[src/rtl/amatch_pkg.sv]
package amatch_pkg;

  // Field widths fixed by the codeword format
  localparam int ID_W = 18;
  localparam int FR_W = 3;

  typedef struct packed {
    logic [ID_W-1:0] id;     // codeword bits 2..19, bit 2 at the MSB
    logic [FR_W-1:0] frame;  // frame slot for receiver-code entries
    logic            rcv;    // 1 = receiver code, 0 = sync word
    logic            en;     // entry enable
  } ident_t;

endpackage

[src/rtl/amatch_regs.sv]
module amatch_regs
  import amatch_pkg::*;
#(
  parameter int NUM_ENT = 4,
  parameter int ADDR_W  = 5
) (
  input  logic                      clk_i,
  input  logic                      rst_n,
  input  logic                      we_i,
  input  logic [ADDR_W-1:0]         addr_i,
  input  logic [7:0]                wdata_i,
  output logic [7:0]                rdata_o,
  output ident_t [NUM_ENT-1:0]      ent_o,
  output logic                      rc_low_en_o
);

  localparam int ENT_IDX_W = ADDR_W - 2;
  localparam int CTRL_ADDR = NUM_ENT * 4;

  logic [1:0]           offs;
  logic [ENT_IDX_W-1:0] ent_sel;
  logic                 in_bank;
  logic                 is_ctrl;
  logic [7:0]           rd_byte [NUM_ENT];

  assign offs    = addr_i[1:0];
  assign ent_sel = addr_i[ADDR_W-1:2];
  assign in_bank = (int'(addr_i) < CTRL_ADDR);
  assign is_ctrl = (addr_i == ADDR_W'(CTRL_ADDR));

  // Control register: D0 enables receiver-code matching on the two lowest entries
  logic ctrl_q, ctrl_d, ctrl_en;

  always_comb begin
    ctrl_en = we_i && is_ctrl;
    ctrl_d  = wdata_i[0];
  end

  always_ff @(posedge clk_i or negedge rst_n) begin
    if (!rst_n)       ctrl_q <= 1'b1;
    else if (ctrl_en) ctrl_q <= ctrl_d;
  end

  assign rc_low_en_o = ctrl_q;

  for (genvar g = 0; g < NUM_ENT; g++) begin : g_ent
    logic [7:0] b0_q, b1_q;
    logic [7:1] b2_q;
    logic       hit_ent;
    logic       b0_en, b1_en, b2_en;

    always_comb begin
      hit_ent = we_i && in_bank && (ent_sel == ENT_IDX_W'(g));
      b0_en   = hit_ent && (offs == 2'd0);
      b1_en   = hit_ent && (offs == 2'd1);
      b2_en   = hit_ent && (offs == 2'd2);
    end

    always_ff @(posedge clk_i or negedge rst_n) begin
      if (!rst_n) begin
        b0_q <= '0;
        b1_q <= '0;
        b2_q <= '0;
      end else begin
        if (b0_en) b0_q <= wdata_i;
        if (b1_en) b1_q <= wdata_i;
        if (b2_en) b2_q <= wdata_i[7:1];
      end
    end

    assign ent_o[g].id    = {b0_q, b1_q, b2_q[7:6]};
    assign ent_o[g].frame = b2_q[5:3];
    assign ent_o[g].rcv   = b2_q[2];
    assign ent_o[g].en    = b2_q[1];

    always_comb begin
      unique case (offs)
        2'd0:    rd_byte[g] = b0_q;
        2'd1:    rd_byte[g] = b1_q;
        2'd2:    rd_byte[g] = {b2_q, 1'b0};
        default: rd_byte[g] = 8'h00;
      endcase
    end
  end

  always_comb begin
    rdata_o = 8'h00;
    if (is_ctrl) begin
      rdata_o = {7'b0, ctrl_q};
    end else if (in_bank) begin
      for (int i = 0; i < NUM_ENT; i++) begin
        if (ent_sel == ENT_IDX_W'(i)) rdata_o = rd_byte[i];
      end
    end
  end

  AST_RSVD_READS_ZERO: assert property (@(posedge clk_i) disable iff (!rst_n)
    (in_bank && offs == 2'd2) |-> (rdata_o[0] == 1'b0));

  AST_SPARE_READS_ZERO: assert property (@(posedge clk_i) disable iff (!rst_n)
    (in_bank && offs == 2'd3) |-> (rdata_o == 8'h00));

  AST_CTRL_HOLDS: assert property (@(posedge clk_i) disable iff (!rst_n)
    !(we_i && is_ctrl) |=> $stable(ctrl_q));

endmodule

[src/rtl/amatch_cmp.sv]
module amatch_cmp
  import amatch_pkg::*;
#(
  parameter int NUM_ENT      = 4,
  parameter int RC_GATE_CNT  = 2
) (
  input  ident_t [NUM_ENT-1:0] ent_i,
  input  logic [ID_W-1:0]      cw_id_i,
  input  logic [FR_W-1:0]      slot_i,
  input  logic                 rc_low_en_i,
  output logic [NUM_ENT-1:0]   match_o
);

  for (genvar g = 0; g < NUM_ENT; g++) begin : g_cmp
    localparam bit GATEABLE = (g < RC_GATE_CNT);
    logic id_eq, slot_ok, gated;

    always_comb begin
      id_eq      = (ent_i[g].id == cw_id_i);
      slot_ok    = !ent_i[g].rcv || (ent_i[g].frame == slot_i);
      gated      = GATEABLE && ent_i[g].rcv && !rc_low_en_i;
      match_o[g] = ent_i[g].en && !gated && id_eq && slot_ok;
    end
  end

endmodule

[src/rtl/amatch_hitreg.sv]
module amatch_hitreg #(
  parameter int NUM_ENT = 4,
  parameter int IDX_W   = 2
) (
  input  logic               clk_i,
  input  logic               rst_n,
  input  logic               word_ok_i,
  input  logic [NUM_ENT-1:0] match_i,
  output logic               hit_o,
  output logic [IDX_W-1:0]   idx_o
);

  logic             any_d, hit_d, idx_en;
  logic [IDX_W-1:0] idx_d;
  logic             hit_q;
  logic [IDX_W-1:0] idx_q;

  always_comb begin
    idx_d = '0;
    any_d = 1'b0;
    for (int i = NUM_ENT - 1; i >= 0; i--) begin
      if (match_i[i]) begin
        idx_d = IDX_W'(i);
        any_d = 1'b1;
      end
    end
    hit_d  = word_ok_i && any_d;
    idx_en = hit_d;
  end

  always_ff @(posedge clk_i or negedge rst_n) begin
    if (!rst_n) begin
      hit_q <= 1'b0;
      idx_q <= '0;
    end else begin
      hit_q <= hit_d;
      if (idx_en) idx_q <= idx_d;
    end
  end

  assign hit_o = hit_q;
  assign idx_o = idx_q;

  AST_IDX_MATCHED: assert property (@(posedge clk_i) disable iff (!rst_n)
    hit_q |-> ((($past(match_i) >> idx_q) & NUM_ENT'(1)) != '0));

  AST_IDX_LOWEST: assert property (@(posedge clk_i) disable iff (!rst_n)
    hit_q |-> (($past(match_i) & ((NUM_ENT'(1) << idx_q) - NUM_ENT'(1))) == '0));

  AST_IDX_STICKY: assert property (@(posedge clk_i) disable iff (!rst_n)
    !hit_q |-> (idx_q == $past(idx_q)));

endmodule

[src/rtl/addr_cw_matcher.sv]
module addr_cw_matcher
  import amatch_pkg::*;
#(
  parameter  int NUM_ENT = 4,
  parameter  int CW_W    = 32,
  localparam int ADDR_W  = $clog2(NUM_ENT * 4 + 1),
  localparam int IDX_W   = $clog2(NUM_ENT)
) (
  input  logic              clk_i,
  input  logic              rst_ni,
  input  logic              cw_valid_i,
  input  logic [CW_W-1:0]   cw_data_i,
  input  logic              cw_synd_ok_i,
  input  logic [FR_W-1:0]   frame_slot_i,
  input  logic              cfg_we_i,
  input  logic [ADDR_W-1:0] cfg_addr_i,
  input  logic [7:0]        cfg_wdata_i,
  output logic [7:0]        cfg_rdata_o,
  output logic              hit_o,
  output logic [IDX_W-1:0]  hit_idx_o
);

  // Reset: asserted asynchronously, released on a clock edge
  logic [1:0] rst_sync_q;
  logic       rst_n;

  always_ff @(posedge clk_i or negedge rst_ni) begin
    if (!rst_ni) rst_sync_q <= 2'b00;
    else         rst_sync_q <= {rst_sync_q[0], 1'b1};
  end
  assign rst_n = rst_sync_q[1];

  ident_t [NUM_ENT-1:0] ent;
  logic                 rc_low_en;
  logic [NUM_ENT-1:0]   match_vec;
  logic                 is_addr, parity_ok, word_ok;
  logic [ID_W-1:0]      cw_id;

  always_comb begin
    is_addr   = !cw_data_i[CW_W-1];
    parity_ok = !(^cw_data_i);
    cw_id     = cw_data_i[CW_W-2 -: ID_W];
    word_ok   = cw_valid_i && is_addr && parity_ok && cw_synd_ok_i;
  end

  amatch_regs #(.NUM_ENT(NUM_ENT), .ADDR_W(ADDR_W)) i_regs (
    .clk_i       (clk_i),
    .rst_n       (rst_n),
    .we_i        (cfg_we_i),
    .addr_i      (cfg_addr_i),
    .wdata_i     (cfg_wdata_i),
    .rdata_o     (cfg_rdata_o),
    .ent_o       (ent),
    .rc_low_en_o (rc_low_en)
  );

  amatch_cmp #(.NUM_ENT(NUM_ENT), .RC_GATE_CNT(2)) i_cmp (
    .ent_i       (ent),
    .cw_id_i     (cw_id),
    .slot_i      (frame_slot_i),
    .rc_low_en_i (rc_low_en),
    .match_o     (match_vec)
  );

  amatch_hitreg #(.NUM_ENT(NUM_ENT), .IDX_W(IDX_W)) i_hit (
    .clk_i     (clk_i),
    .rst_n     (rst_n),
    .word_ok_i (word_ok),
    .match_i   (match_vec),
    .hit_o     (hit_o),
    .idx_o     (hit_idx_o)
  );

  AST_HIT_NEEDS_VALID: assert property (@(posedge clk_i) disable iff (!rst_n)
    hit_o |-> $past(cw_valid_i));

  AST_HIT_ADDR_ONLY: assert property (@(posedge clk_i) disable iff (!rst_n)
    hit_o |-> !$past(cw_data_i[CW_W-1]));

  AST_HIT_CHECKED_WORD: assert property (@(posedge clk_i) disable iff (!rst_n)
    hit_o |-> ($past(cw_synd_ok_i) && !(^$past(cw_data_i))));

  AST_DISABLED_SILENT: assert property (@(posedge clk_i) disable iff (!rst_n)
    (ent == '0) |=> !hit_o);

endmodule

[config.mk]
export PLATFORM = sky130hd
export DESIGN_NAME = addr_cw_matcher
export DESIGN_NICKNAME = d
export VERILOG_FILES = /design/src/rtl/amatch_pkg.sv /design/src/rtl/amatch_regs.sv /design/src/rtl/amatch_cmp.sv /design/src/rtl/amatch_hitreg.sv /design/src/rtl/addr_cw_matcher.sv
export SDC_FILE = /design/constraint.sdc
export NUM_CORES = 1
export LEC_CHECK = 0
export ABC_AREA = 0
export BUFFER_PORTS_ARGS = -buffer_cell sky130_fd_sc_hd__buf_2
export CAP_MARGIN = 20
export CORE_MARGIN = 5
export CORE_UTILIZATION = 60
export CTS_CLUSTER_SIZE = 40
export DETAILED_ROUTE_END_ITERATION = 10
export GPL_ROUTABILITY_DRIVEN = 0
export GPL_TIMING_DRIVEN = 0
export PLACE_DENSITY = 0.81
export SYNTH_ARGS = -nofsm -noshare
export SYNTH_HDL_FRONTEND = slang
export SYNTH_HIERARCHICAL = 1
export SYNTH_SLANG_ARGS = --single-unit
export TNS_END_PERCENT = 20
[constraint.sdc]
create_clock -name clk_i -period 4.25 [get_ports clk_i]
set_input_delay 0 -clock clk_i [delete_from_list [all_inputs] [get_ports clk_i]]
set_output_delay 0 -clock clk_i [all_outputs]
set_load 0.02 [all_outputs]
-- After elaboration in Yosys (flattened, before gate mapping)
Index checks and enable logic that the tools add are counted.
- bits in registers: 98
- bits of input ports: 53
- output and inout port bits: 11
- logic and storage cells: 99
- magnitude comparators: 1
- equality and inequality tests: 14
- muxes and demuxes: 18
- reduce and logical (&&, ||, !) cells: 50
- operator list (operator ; count):
    8-bit one-hot mux with 3 select lines ; 4
    18-bit equality test ; 4
    8-bit two-way mux ; 6
    1-bit logical AND ; 34
    32-bit parity ; 1
    3-bit equality test ; 4
    1-bit zero test ; 9
    2-bit two-way mux ; 4
    3-bit by 2-bit equality test with 1-bit output, second input constant ; 2
    5-bit equality test, second input constant ; 1
    5-bit < comparator, second input constant ; 1
    1-bit logical OR ; 4
    1-bit two-way mux ; 4
    3-bit by 1-bit equality test with 1-bit output, second input constant ; 1
    3-bit zero test ; 1
    2-bit by 1-bit equality test with 1-bit output, second input constant ; 1
    2-bit equality test, second input constant ; 1
    2-bit zero test ; 1

-- Depth between registers and ports, before layout
- depth in word-level cells: 9
- mapped depth: 8
- depth with buffers taken out: 8

-- Modules after synthesis
The synthesis kept the hierarchy.
- by module, submodules not included (module ; times used ; cells an instance ; area an instance (um2) ; sequential area each (um2)):
    amatch_regs ; 1 ; 349 ; 4536.9 ; 2328.5
    amatch_cmp ; 1 ; 122 ; 1006.0 ; 0.0
    addr_cw_matcher ; 1 ; 36 ; 334.1 ; 50.0
    amatch_hitreg ; 1 ; 10 ; 130.1 ; 75.1

-- Least setup slack after synthesis
OpenSTA, ideal clock, no wires.
- kind: reg-to-reg
- start: register i_regs.g_ent[2].b0_q[4]
- end: register i_hit.idx_q[0] (netlist: i_hit/idx_o[0])
- library setup time: 0.123 ns
- data arrival time: 1.446 ns
- required time: 4.127 ns
- setup slack: 2.681 ns
- stages on the path, launching flop included: 7
- buffers on the path: 0
- period minus slack after synthesis: 1.569 ns
- cell sequence: dfrtp_1 -> xor2_1 -> nor4_2 -> nand2_1 -> nor4_2 -> a2bb2oi_1 -> o221a_1
- longest elaborated chain between the ends: 7
- elaborated cells on any way between the ends: 10
- those cells by class: eq/ne: 1; mux: 6; reduce/logical: 3
- ends and longest elaborated chain (element ; RTL line ; text):
    start, declared ; amatch_regs.sv:47 ; logic [7:0] b0_q, b1_q;
    start signal, assigned ; amatch_regs.sv:65 ; if (b0_en) b0_q <= wdata_i;
    18-bit equality test (*) ; amatch_cmp.sv:19 ; id_eq = (ent_i[g].id == cw_id_i);
    1-bit logical AND (*) (2 in series) ; amatch_cmp.sv:22 ; match_o[g] = ent_i[g].en && !gated && id_eq && slot_ok;
    named net match_vec[2] ; addr_cw_matcher.sv:35 ; logic [NUM_ENT-1:0] match_vec;
    1-bit two-way mux (3 in series) ; amatch_hitreg.sv:22 ; if (match_i[i]) begin
    1-bit logical AND ; amatch_hitreg.sv:27 ; hit_d = word_ok_i && any_d;
    end signal, assigned ; amatch_hitreg.sv:37 ; if (idx_en) idx_q <= idx_d;
    end, declared ; amatch_hitreg.sv:16 ; logic [IDX_W-1:0] idx_q;
The timed path passes the listed nets; every way through them passes the cells marked *.
A chain may end at the register's enable or synchronous reset.

-- Final worst setup path
- start: input cw_data_i[31]
- end: register i_hit.idx_q[0] (netlist: i_hit/idx_o[0])
- longest elaborated chain between the ends: 5
- elaborated cells on any way between the ends: 7
- those cells by class: reduce/logical: 7
- ends and longest elaborated chain (element ; RTL line ; text):
    start, declared ; addr_cw_matcher.sv:12 ; input logic [CW_W-1:0] cw_data_i,
    32-bit parity / 1-bit zero test (equally long branches) ; addr_cw_matcher.sv:41, addr_cw_matcher.sv:40 ;
    1-bit zero test / 1-bit logical AND (equally long branches) ; addr_cw_matcher.sv:41, addr_cw_matcher.sv:43 ;
    1-bit logical AND (*) (2 in series) ; addr_cw_matcher.sv:43 ; word_ok = cw_valid_i && is_addr && parity_ok && cw_synd_ok_i;
    named net word_ok ; addr_cw_matcher.sv:36 ; logic is_addr, parity_ok, word_ok;
    1-bit logical AND (*) ; amatch_hitreg.sv:27 ;
Marked as above.

==> results.sh <==
export IMPL_status="finished, final reports clean"
export IMPL_finalSetupViolCount=0
export IMPL_slew_violations=0
export IMPL_cts_htree_levels=3
export IMPL_yosys_area_share_simple_pct=9.21
export IMPL_layout_common_cells="dfrtp_1 (96), mux2_2 (86), buf_2 (69)"
export IMPL_avgSynthCellArea_um2=11.6
export IMPL_cts_tree="yes"
export IMPL_highest_layer="met4"
export IMPL_start_util_pct=61.5
export IMPL_worst_pin_slew_ps=652
export IMPL_drtAntennaViolNets=0
export IMPL_syn_inst=517
export IMPL_layout_cells_non_filler=739
export IMPL_dp_hpwl_mm=12.6
export IMPL_dpl_cell_area_mm2=0.00651
export IMPL_die_h_um=110
export IMPL_port_buffers=61
export IMPL_final_setup_tns_ps=0
export IMPL_max_slew_margin_pct=56.2
export IMPL_overflow=0
export IMPL_numClockSinks=98
export IMPL_fmax_ghz=0.476
export IMPL_grtUsageTotal_pct=30.1
export IMPL_fin_nets=654
export IMPL_grt_start_max_net_pins=74
export IMPL_hold_class="in -> reg"
export IMPL_layout_commonest_cell="dfrtp_1"
export IMPL_hold_end="i_hit/hit_o"
export IMPL_synth_top_area_share_pct=40.4
export IMPL_swShare_pct=32.6
export IMPL_wire_per_inst_um=23.0
export IMPL_grt_pass1_vias=4667
export IMPL_chipWidth_um=110
export IMPL_worstPathArrival_ps=2360
export IMPL_synth_nets=570
export IMPL_finalPower_mw=2.62
export IMPL_vias_per_cell=6.21
export IMPL_p_sw_mw=0.853
export IMPL_design_area_mm2=0.00680
export IMPL_pwr_share_seq_pct=49.5
export IMPL_clock_path_buffers=2
export IMPL_ys_seq_area_share_pct=40.8
export IMPL_core_area_mm2=0.00977
export IMPL_synth_compound_area_share_pct=6.64
export IMPL_reg2reg_slack_ps=2170
export IMPL_n_fill_cell=725
export IMPL_crit_top_cell="xnor2_1"
export IMPL_intPower_mw=1.76
export IMPL_crit_family="XOR/XNOR gates"
export IMPL_drt_met1_wl_mm=6.54
export IMPL_place_inst=712
export IMPL_synthMuxAreaShare_pct=23.7
export IMPL_synth_ff_type="dfrtp_1"
export IMPL_syn_area_mm2=0.00601
export IMPL_maxCapViolations=0
export IMPL_clock_tree_root_cell="clkbuf_8"
export IMPL_num_rows=36
export IMPL_wl_met3_mm=1.73
export IMPL_synth_edf_count=0
export IMPL_cpMaxStageDelayCell="dlygate4sd3_1"
export IMPL_wirelength_mm=17.0
export IMPL_numCtsBuffers=9
export IMPL_hold_start="cw_synd_ok_i"
export IMPL_critPathBufInv=2
export IMPL_cp_required_ps=4510
export IMPL_synthArstFlopShare_pct=100
export IMPL_post_route_drc_count=0
export IMPL_yosys_area_top_type="dfrtp_1"
export IMPL_yosys_warnings=6
export IMPL_p_per_area_mw_per_mm2=385
export IMPL_min_period_over_period_pct=49.5
export IMPL_drtIter0Drc=457
export IMPL_p_leak_nw=3.01
export IMPL_synth_adder_area_share_pct=0
export IMPL_max_vdd_ir_drop_mv=0.173
export IMPL_cp_end_kind="flop"
export IMPL_crit_chain="dlygate4sd3_1 > buf_2 > xnor2_1 > xnor2_1 > xnor2_1 > xnor2_1 > xnor2_1 > nor3_1 > a2bb2oi_1 > o221a_1"
export IMPL_synth_cell_types=48
export IMPL_reg2regPathDepth=6
export IMPL_timing_rr_start="i_regs/g_ent[1].b0_q[3]"
export IMPL_synth_xor_area_share_pct=16.8
export IMPL_max_stage_delay_ps=530
export IMPL_synth_top_family_by_area="multiplexers"
export IMPL_synth_seq_cells=98
export IMPL_grt_pass1_wl_mm=26.4
export IMPL_die_area_mm2=0.0121
export IMPL_min_period_ps=2100
export IMPL_antenna_found_initial=0
export IMPL_drive_above_1_share_pct=32.7
export IMPL_combPwrFrac_pct=28.7
export IMPL_clk_latency_ps=370
export IMPL_path_clk_slew_ps=90
export IMPL_cp_max_fo=6
export IMPL_syn2layout_area_growth_pct=13.2
export IMPL_path_class="in -> reg"
export IMPL_finClkSkew_ps=12.2
export IMPL_antennaDiodeCount=0
export IMPL_post_cts_resized=0
export IMPL_postLayoutCoreUtil_pct=69.6
export IMPL_rsz0062_at_grt="no"
export IMPL_synth_top_cells_by_area="dfrtp_1 (40%), mux2_2 (16%), xnor2_1 (9.9%)"
export IMPL_wl_met2_mm=7.82
export IMPL_clockPowerShare_pct=21.9
export IMPL_drt_first_pass_iters=5
export IMPL_io_pins=64
export IMPL_worstReg2RegEnd="i_hit/idx_o[1]"
export IMPL_vias=4587
export IMPL_hold_depth=4
export IMPL_finalHoldViolCount=0
export IMPL_cp_start_kind="primary input"
==> kinds of logic after synthesis <==
family | count (synthesis)
other | 1
muxes | 124
and+or+nand+nor | 90
AOI/OAI and AO/OA | 57
DFF | 98
buffers and inverters | 32
xor gates and xnor gates | 115
==> synthesized netlist by cell type, drive strengths merged, types with 2 or more instances <==
master    n
nand2    17
a21o      6
o31ai     4
nor4     12
nand3b    8
a21oi     7
nor3      6
nand2b    3
o21ai    11
clkbuf   17
o211ai    8
and3      3
nor3b     3
nand3     3
buf      14
a211oi    5
xnor2    68
mux2     94
mux2i    27
o22ai     3
nor2b     5
dfrtp    97
xor2     47
a2bb2oi   2
mux4      3
nand4    12
o21a      2
a2111oi   2
nor2     15
==> tightest hold or removal path: cells and delay by family <==
family | cells | cell delay [ps]
simple gates | 2 | 150
compound gates | 1 | 130
buf+inv | 1 | 90
==> state kept, by name, summed over array words and instances (netlist names) <==
register / cells
i_hit/hit_o: 1
i_hit/idx_o: 2
i_regs/g_ent.b0_q: 32
i_regs/g_ent.b1_q: 32
i_regs/g_ent.b2_q: 28
i_regs/rc_low_en_o: 1
rst_sync_q: 2
==> cell type report <==
class	count	area [µm²]	area share, %
buffer	31	160	2.35
inverter	1	3.75	0.0552
clock buffer	14	173	2.54
multi-input combinational	387	3390	49.8
timing repair buffer	73	443	6.51
clock inverter	2	10.0	0.147
sequential	98	2460	36.1
tap	133	166	2.45
==> power by group through the flow <==
stage | Combinational (mW) | Sequential, mW | Clock, mW
after floorplan | 0.544 | 1.26 | 0
after global placement | 0.690 | 1.31 | 0
after detailed placement | 0.732 | 1.31 | 0
after CTS | 0.743 | 1.29 | 0.588
after global routing | 0.808 | 1.32 | 0.627
final | 0.750 | 1.30 | 0.572
==> metal layers <==
metal / vias to the layer above / track usage, %
li1: 2015 / -
met1: 2263 / 39.2
met2: 239 / 47.3
met3: 70 / 5.82
met4: 0 / 16.7
met5: - / 0
==> through the flow <==
stage                     hold WS [ps]  setup slack (ps)
final                             44.2              2150
after global routing              30.9              2050
after CTS                         7.52              2250
after detailed placement          -211              2240
after global placement            -215               295
after floorplan                   -296              1320
==> what timing repair did <==
| item | CTS | global route |
|---|---|---|
| setup buffers | 0 | 0 |
| hold buffers | 11 | 0 |
| endpoints found under the setup margin | 0 | 0 |
| endpoints found under the hold margin | 18 | 0 |
==> worst max-delay path by stage <==
stage	endpoint	depth (start not counted)	slack (ps)	startpoint
3_5_place_dp	i_hit/idx_o[0]	9	2240	cw_data_i[16]
2_1_floorplan	i_hit/hit_o	0	1320	rst_sync_q[1]
3_3_place_gp	i_regs/g_ent[3].b0_q[4]	0	290	rst_sync_q[1]
4_1_cts	i_hit/idx_o[0]	10	2250	cw_data_i[31]
6_report	i_hit/idx_o[0]	10	2150	cw_data_i[31]
5_1_grt	i_hit/idx_o[0]	10	2050	cw_data_i[31]
Note: power is estimated with default switching activity, not from simulation.
